### config.mk
export PLATFORM = sky130hd
export DESIGN_NAME = sxu_top
export DESIGN_NICKNAME = d
export VERILOG_FILES = /design/src/rtl/sxu_pkg.sv /design/src/rtl/sxu_entry_bank.sv /design/src/rtl/sxu_match_array.sv /design/src/rtl/sxu_prio_sel.sv /design/src/rtl/sxu_top.sv
export SDC_FILE = /design/constraint.sdc
export NUM_CORES = 2
export LEC_CHECK = 0
export ABC_CLOCK_PERIOD_IN_PS = 22000
export BUFFER_PORTS_ARGS = -buffer_cell sky130_fd_sc_hd__buf_4
export CORE_ASPECT_RATIO = 2
export CORE_MARGIN = 8
export CORE_UTILIZATION = 40
export CTS_BUF_LIST = sky130_fd_sc_hd__clkbuf_4
export DETAILED_ROUTE_END_ITERATION = 10
export SLEW_MARGIN = 10
export SYNTH_ARGS = -nofsm -noshare
export SYNTH_HDL_FRONTEND = slang
export SYNTH_SLANG_ARGS = --single-unit
### constraint.sdc
create_clock -name clk -period 22 [get_ports clk]
set_input_delay 3.3 -clock clk [delete_from_list [all_inputs] [get_ports clk]]
set_output_delay 3.3 -clock clk [all_outputs]
set_load 0.02 [all_outputs]
### src/rtl/sxu_pkg.sv
package sxu_pkg;
  localparam int SXU_ENTRIES = 16;
  localparam int LA_W        = 32;
  localparam int PA_W        = 36;
  localparam int PAGE_LSB    = 12;
  localparam int CODE_W      = 5;
  localparam int PERM_W      = 6;
  localparam int MIN_CODE    = 11;
  localparam int IDX_W       = $clog2(SXU_ENTRIES);
  localparam int LBASE_W     = LA_W - PAGE_LSB;
  localparam int RBASE_W     = PA_W - PAGE_LSB;
  localparam int RBASE_LSB   = 8;
  localparam int EXT_W       = PA_W - LA_W;

  typedef enum logic [1:0] {
    ACC_READ  = 2'd0,
    ACC_WRITE = 2'd1,
    ACC_EXEC  = 2'd2,
    ACC_NONE  = 2'd3
  } acc_t;

  typedef struct packed {
    logic [LBASE_W-1:0] lbase;
    logic [CODE_W-1:0]  code;
    logic [RBASE_W-1:0] rbase;
    logic [PERM_W-1:0]  perm;
  } seg_t;

  function automatic seg_t seg_decode(input logic [31:0] hi, input logic [31:0] lo);
    seg_t s;
    s.lbase = hi[31:PAGE_LSB];
    s.code  = hi[CODE_W-1:0];
    s.rbase = lo[31:RBASE_LSB];
    s.perm  = lo[PERM_W-1:0];
    return s;
  endfunction

  function automatic logic seg_enabled(input logic [CODE_W-1:0] code);
    return int'(code) >= MIN_CODE;
  endfunction

  // ones on every logical bit that takes part in the match
  function automatic logic [LA_W-1:0] seg_cmp_mask(input logic [CODE_W-1:0] code);
    logic [63:0] span;
    logic [63:0] m;
    span = 64'd1 << (int'(code) + 1);
    m    = ~(span - 64'd1);
    return m[LA_W-1:0];
  endfunction

  function automatic logic seg_hit(input logic [LA_W-1:0] addr, input seg_t s);
    logic [LA_W-1:0] base;
    base = {s.lbase, {PAGE_LSB{1'b0}}};
    return seg_enabled(s.code) && (((addr ^ base) & seg_cmp_mask(s.code)) == '0);
  endfunction

  function automatic logic [PA_W-1:0] seg_compose(input logic [LA_W-1:0] addr, input seg_t s);
    logic [PA_W-1:0] keep;
    logic [PA_W-1:0] base;
    keep = {{EXT_W{1'b1}}, seg_cmp_mask(s.code)};
    base = {s.rbase, {PAGE_LSB{1'b0}}};
    return (base & keep) | ({{EXT_W{1'b0}}, addr} & ~keep);
  endfunction

  function automatic logic seg_perm_ok(input logic [PERM_W-1:0] perm, input acc_t acc,
                                       input logic sup);
    int b;
    if (acc == ACC_NONE) return 1'b0;
    b = (sup ? 3 : 0) + 2 - int'(acc);
    return perm[b];
  endfunction

  function automatic logic [31:0] seg_rst_hi(input int idx);
    if (idx == 0) return 32'h0000_001E;
    if (idx == 1) return 32'h8000_001E;
    return 32'h0;
  endfunction

  function automatic logic [31:0] seg_rst_lo(input int idx);
    if (idx == 0) return 32'h0000_003F;
    if (idx == 1) return 32'h8000_003F;
    return 32'h0;
  endfunction
endpackage

### src/rtl/sxu_entry_bank.sv
module sxu_entry_bank
  import sxu_pkg::*;
(
  input  logic                          clk,
  input  logic                          rst_n,
  input  logic                          wr_en,
  input  logic [IDX_W-1:0]              wr_idx,
  input  logic                          wr_hi,
  input  logic [31:0]                   wr_data,
  output seg_t [SXU_ENTRIES-1:0]        seg_o
);
  logic [SXU_ENTRIES-1:0][31:0] hi_q;
  logic [SXU_ENTRIES-1:0][31:0] lo_q;

  for (genvar gi = 0; gi < SXU_ENTRIES; gi++) begin : g_ent
    logic sel_w;
    assign sel_w = wr_en && (wr_idx == IDX_W'(gi));

    always_ff @(posedge clk or negedge rst_n) begin
      if (!rst_n) begin
        hi_q[gi] <= seg_rst_hi(gi);
        lo_q[gi] <= seg_rst_lo(gi);
      end else if (sel_w) begin
        if (wr_hi) hi_q[gi] <= wr_data;
        else       lo_q[gi] <= wr_data;
      end
    end

    assign seg_o[gi] = seg_decode(hi_q[gi], lo_q[gi]);

    // a write lands in the addressed word at the next edge
    a_r2_hi_lands: assert property (@(posedge clk) disable iff (!rst_n)
      (wr_en && wr_hi && wr_idx == IDX_W'(gi)) |=> hi_q[gi] == $past(wr_data));
    a_r2_lo_lands: assert property (@(posedge clk) disable iff (!rst_n)
      (wr_en && !wr_hi && wr_idx == IDX_W'(gi)) |=> lo_q[gi] == $past(wr_data));
    a_r2_untouched: assert property (@(posedge clk) disable iff (!rst_n)
      !(wr_en && wr_idx == IDX_W'(gi)) |=> $stable(hi_q[gi]) && $stable(lo_q[gi]));
  end
endmodule

### src/rtl/sxu_match_array.sv
module sxu_match_array
  import sxu_pkg::*;
(
  input  logic                   clk,
  input  logic                   rst_n,
  input  logic [LA_W-1:0]        addr,
  input  seg_t [SXU_ENTRIES-1:0] seg_i,
  output logic [SXU_ENTRIES-1:0] hit_vec
);
  for (genvar gi = 0; gi < SXU_ENTRIES; gi++) begin : g_cmp
    assign hit_vec[gi] = seg_hit(addr, seg_i[gi]);

    // an entry with a too-small size code stays silent
    a_r4_small_silent: assert property (@(posedge clk) disable iff (!rst_n)
      (int'(seg_i[gi].code) < MIN_CODE) |-> !hit_vec[gi]);
  end
endmodule

### src/rtl/sxu_prio_sel.sv
module sxu_prio_sel
  import sxu_pkg::*;
(
  input  logic                   clk,
  input  logic                   rst_n,
  input  logic [SXU_ENTRIES-1:0] hit_vec,
  output logic [IDX_W-1:0]       win_idx,
  output logic [SXU_ENTRIES-1:0] win_oh,
  output logic                   any_hit
);
  always_comb begin
    win_idx = '0;
    for (int i = 0; i < SXU_ENTRIES; i++) begin
      if (hit_vec[i]) win_idx = IDX_W'(i);
    end
  end

  assign any_hit = |hit_vec;
  assign win_oh  = any_hit ? (SXU_ENTRIES'(1) << win_idx) : '0;

  // at most one winner, and no matching entry above it
  a_r5_single_winner: assert property (@(posedge clk) disable iff (!rst_n)
    $onehot0(win_oh));
  a_r5_top_wins: assert property (@(posedge clk) disable iff (!rst_n)
    any_hit |-> ((hit_vec >> win_idx) == SXU_ENTRIES'(1)));
endmodule

### src/rtl/sxu_top.sv
module sxu_top
  import sxu_pkg::*;
(
  input  logic             clk,
  input  logic             rst_n,
  input  logic             cfg_we,
  input  logic [3:0]       cfg_idx,
  input  logic             cfg_hi,
  input  logic [31:0]      cfg_wdata,
  input  logic [31:0]      lk_addr,
  input  logic [1:0]       lk_kind,
  input  logic             lk_super,
  output logic [35:0]      out_paddr,
  output logic             out_hit,
  output logic             out_fault
);
  seg_t [SXU_ENTRIES-1:0] seg_all;
  logic [SXU_ENTRIES-1:0] hit_vec;
  logic [SXU_ENTRIES-1:0] win_oh;
  logic [IDX_W-1:0]       win_idx;
  logic                   any_hit;
  seg_t                   win_seg;
  logic                   grant_w;
  logic [PA_W-1:0]        paddr_c;
  logic                   fault_c;

  sxu_entry_bank u_bank (
    .clk     (clk),
    .rst_n   (rst_n),
    .wr_en   (cfg_we),
    .wr_idx  (cfg_idx),
    .wr_hi   (cfg_hi),
    .wr_data (cfg_wdata),
    .seg_o   (seg_all)
  );

  sxu_match_array u_match (
    .clk     (clk),
    .rst_n   (rst_n),
    .addr    (lk_addr),
    .seg_i   (seg_all),
    .hit_vec (hit_vec)
  );

  sxu_prio_sel u_prio (
    .clk     (clk),
    .rst_n   (rst_n),
    .hit_vec (hit_vec),
    .win_idx (win_idx),
    .win_oh  (win_oh),
    .any_hit (any_hit)
  );

  assign win_seg = seg_all[win_idx];
  assign grant_w = seg_perm_ok(win_seg.perm, acc_t'(lk_kind), lk_super);
  assign paddr_c = any_hit ? seg_compose(lk_addr, win_seg) : '0;
  assign fault_c = any_hit && !grant_w;

  always_ff @(posedge clk or negedge rst_n) begin
    if (!rst_n) begin
      out_paddr <= '0;
      out_hit   <= 1'b0;
      out_fault <= 1'b0;
    end else begin
      out_paddr <= paddr_c;
      out_hit   <= any_hit;
      out_fault <= fault_c;
    end
  end

  // a miss reports zero address and no fault
  a_r9_miss_clean: assert property (@(posedge clk) disable iff (!rst_n)
    !out_hit |-> (out_paddr == '0) && !out_fault);
  // a fault only accompanies a hit
  a_r8_fault_on_hit: assert property (@(posedge clk) disable iff (!rst_n)
    out_fault |-> out_hit);
  // the page offset always passes through from the previous lookup
  a_r6_offset_pass: assert property (@(posedge clk) disable iff (!rst_n)
    any_hit |=> out_paddr[PAGE_LSB-1:0] == $past(lk_addr[PAGE_LSB-1:0]));
  // the hit flag follows the lookup one edge later
  a_r10_one_stage: assert property (@(posedge clk) disable iff (!rst_n)
    1'b1 |=> out_hit == $past(|hit_vec));
  // access kind 3 is never granted
  a_r7_none_denied: assert property (@(posedge clk) disable iff (!rst_n)
    (lk_kind == 2'd3 && |win_oh) |=> out_fault);
endmodule

==> results.yml <==
synthesis:
  yosys_most_used_dff: "dfrtp_1"
  syn_area_per_cell_um2: 9.41
  ys_warn_count: 0
  synth.ff_latch_count: 918
  synthArstFlopShare_pct: 100
  synth_area_um2: 60500
  synthCells: 6429
  synth.distinct_cells: 113
  synth_edf_count: 0
  ys_seq_area_share_pct: 38.0
routing:
  vias: 52316
  antenna_left: 0
  viasPerCell: 6.20
  drt_iter0_markers: 6093
  firstDrtPassIters: 6
  routed_wl_um: 223000
  wire_per_inst_um: 26.5
  drc: 0
finish:
  num-nets-final: 6415
  area_growth_pct: 8.16
  final_common_cell: "dfrtp_1"
  multi_input_area_um2: 35100
  instances_no_fill: 8435
  drive_gt1_share_pct: 24.9
  mostFrequentLayoutCells: "896 x dfrtp_1, 873 x mux2_2, 799 x nand2_1"
  regArea_um2: 23000
  utilization_pct: 43.4
  fillers: 14811
sta:
  setup_viol: 0
  fin_crit_sh_pct: 48.6
  tns_ns: 0
  fin_ws_ns: 11.32
  worst_pin_slew_ns: 1.19
  rsz0062_at_grt: "false"
  hold_violations: 0
  maxSlewHeadroom_pct: 20.3
  max_freq_ghz: 0.0936
  min_period_ns: 10.68
  finClkSkew_ns: 0.0977
  slew_violations: 0
clock_network:
  numCtsBuffers: 227
  clock_latency_ns: 1.25
  cts_tree: "yes"
  cts_root_buffer: "clkbuf_4"
  cts_resized: 0
  clkTransAtPathRegs_ns: 0.07
  clk_path_buf_depth: 3
  cts_setup_buffers: 0
  cts_hold_buf: 0
  cts_max_level: 4
  clock-sinks: 918
global_routing:
  antenna_found_initial: 27
  grt_pass1_vias: 49710
  grt_pass1_wl_um: 329000
  grt_start_max_net_pins: 179
  grt_usage_pct: 26.1
  overflow: 0
run:
  max-cap-violations: 0
worst_setup_path:
  r2r_start: "u_bank.seg_o[305]"
  cp.required_ns: 23.13
  criticalPathCategory: "reg -> reg"
  reg2reg_to: "out_paddr[14]"
  cp-startpoint: "u_bank.seg_o[305]"
  endpoint_kind: "flop"
  crit_fanout: 101
  r2r_slack_ns: 11.32
  worst_setup_path_start_kind: "flop"
  worst_ep_arrival_time_ns: 11.81
  rr_worst_depth: 27
  crit_end: "out_paddr[14]"
outcome:
  status: "finished clean"
power:
  powerDensity_nw_per_um2: 94.0
  leakagePower_nw: 28.3
  fin_total_pwr_mw: 6.15
  ir_drop_uv: 59.0
place:
  gp_congestion: 0.960
  dp_hpwl_um: 133000
  portBuffers: 110
  placed_cells: 8005
  place_ws_ns: 10.69
floorplanning:
  die_area_um2: 165000
  ioPinCount: 113
  die_w_um: 291
  fp.dieH_um: 566
  row_count: 202
  core_area_um2: 151000
  start_util_pct: 40.1
min_path:
  hold_class: "reg -> reg"
## registers in the layout, summed over array words and instances (netlist names)
name and cells:
out_fault 1, out_hit 1, u_bank.seg_o 880, out_paddr 36
## final cells by class
type / count / share of cell area (%)
antenna: 13 / 0.0497
clock buffer: 333 / 3.82
clock inverter: 84 / 0.782
inverter: 96 / 0.551
multi-input combinational: 4851 / 53.6
sequential: 918 / 35.1
tap: 1938 / 3.71
timing repair buffer: 202 / 2.39
## critical path, stage by stage (launching register included)
cell,delay (ns)
dfrtp_1,0.94
nand2_1,0.41
clkinv_1,0.31
ha_1,0.54
nand3_1,0.18
ha_1,0.27
o221ai_1,0.32
a311oi_1,0.90
o2111a_1,0.38
mux2_2,0.35
a2111oi_0,0.40
nand4_1,0.46
o21ai_0,0.37
a311oi_2,0.16
a211oi_4,0.46
buf_12,0.46
and3_4,0.28
a32oi_1,0.17
a31oi_1,0.37
a211o_1,0.65
nand4_4,0.22
ha_1,0.45
inv_1,0.49
nand2_1,0.22
nor3_1,0.17
o21ai_0,0.14
o21a_1,0.14
o21ai_0,0.27
## cell usage after synthesis, types with 43 or more instances
cell type | n | area (um^2)
nand2_1 | 812 | 3050
a221oi_1 | 43 | 377
nor3_1 | 112 | 561
buf_2 | 60 | 300
and3_1 | 115 | 719
nor4_1 | 53 | 332
nand3_1 | 218 | 1090
a31oi_1 | 76 | 475
mux2i_1 | 107 | 1070
nor2_1 | 291 | 1090
xor2_1 | 206 | 1800
a311oi_1 | 45 | 394
buf_1 | 56 | 210
o211ai_1 | 59 | 443
a211oi_1 | 73 | 548
dfrtp_1 | 896 | 22400
xnor2_1 | 281 | 2460
o21ai_0 | 242 | 1210
mux2_2 | 873 | 9830
nand4_1 | 72 | 450
inv_1 | 93 | 349
ha_1 | 44 | 551
clkbuf_1 | 438 | 1640
a21oi_1 | 259 | 1300
nand2b_1 | 67 | 419
nor2b_1 | 73 | 457
## cell families (layout without fill, tap and decap cells)
| kind of cell | after synthesis | count (layout) | synth area share [%] |
|---|---|---|---|
| other | 1 | 18 | 0.00620 |
| multiplexers | 992 | 992 | 18.4 |
| flip-flops | 918 | 918 | 38.0 |
| AO/OA/AOI/OAI | 1245 | 1245 | 14.3 |
| AND/OR/NAND/NOR | 2076 | 2076 | 17.0 |
| adder cells (fa/ha/maj) | 46 | 46 | 0.943 |
| buffers and inverters | 664 | 715 | 4.35 |
| XOR/XNOR | 487 | 487 | 7.05 |
## stage by stage
step / area, um^2 / hold WS [ns]
floorplan: 60500 / 0.471
global placement: 62400 / 0.480
detailed placement: 62400 / 0.486
CTS: 65400 / 0.502
global route: 65400 / 0.514
finish: 65400 / 0.502
## how the worst min path moves through the flow
| stage | cells past startpoint | end | from |
|---|---|---|---|
| after floorplan | 1 | u_bank.seg_o[608] | u_bank.seg_o[608] |
| after global placement | 1 | u_bank.seg_o[608] | u_bank.seg_o[608] |
| after detailed placement | 1 | u_bank.seg_o[608] | u_bank.seg_o[608] |
| after CTS | 1 | u_bank.seg_o[608] | u_bank.seg_o[608] |
| after global routing | 1 | u_bank.seg_o[21] | u_bank.seg_o[21] |
| final | 1 | u_bank.seg_o[828] | u_bank.seg_o[828] |
## metal layers
metal | part of all wire [%] | vias to the layer above | global-route usage, %
met2 | 44 | 2518 | 40.1
met4 | 5.1 | 10 | 12.1
met5 | 0.029 | - | 0
li1 | - | 23095 | -
met3 | 8.5 | 542 | 5.33
met1 | 42 | 26151 | 35.1
## report_power, final
group / internal [mW] / total [mW] / switching (mW) / leakage, nW
logic: 0.971 / 2.35 / 1.38 / 14.8
registers: 2.01 / 2.30 / 0.288 / 11.7
clock network: 0.739 / 1.50 / 0.762 / 1.79
total: 3.72 / 6.15 / 2.43 / 28.3
Power figures use the tool's default switching activity.
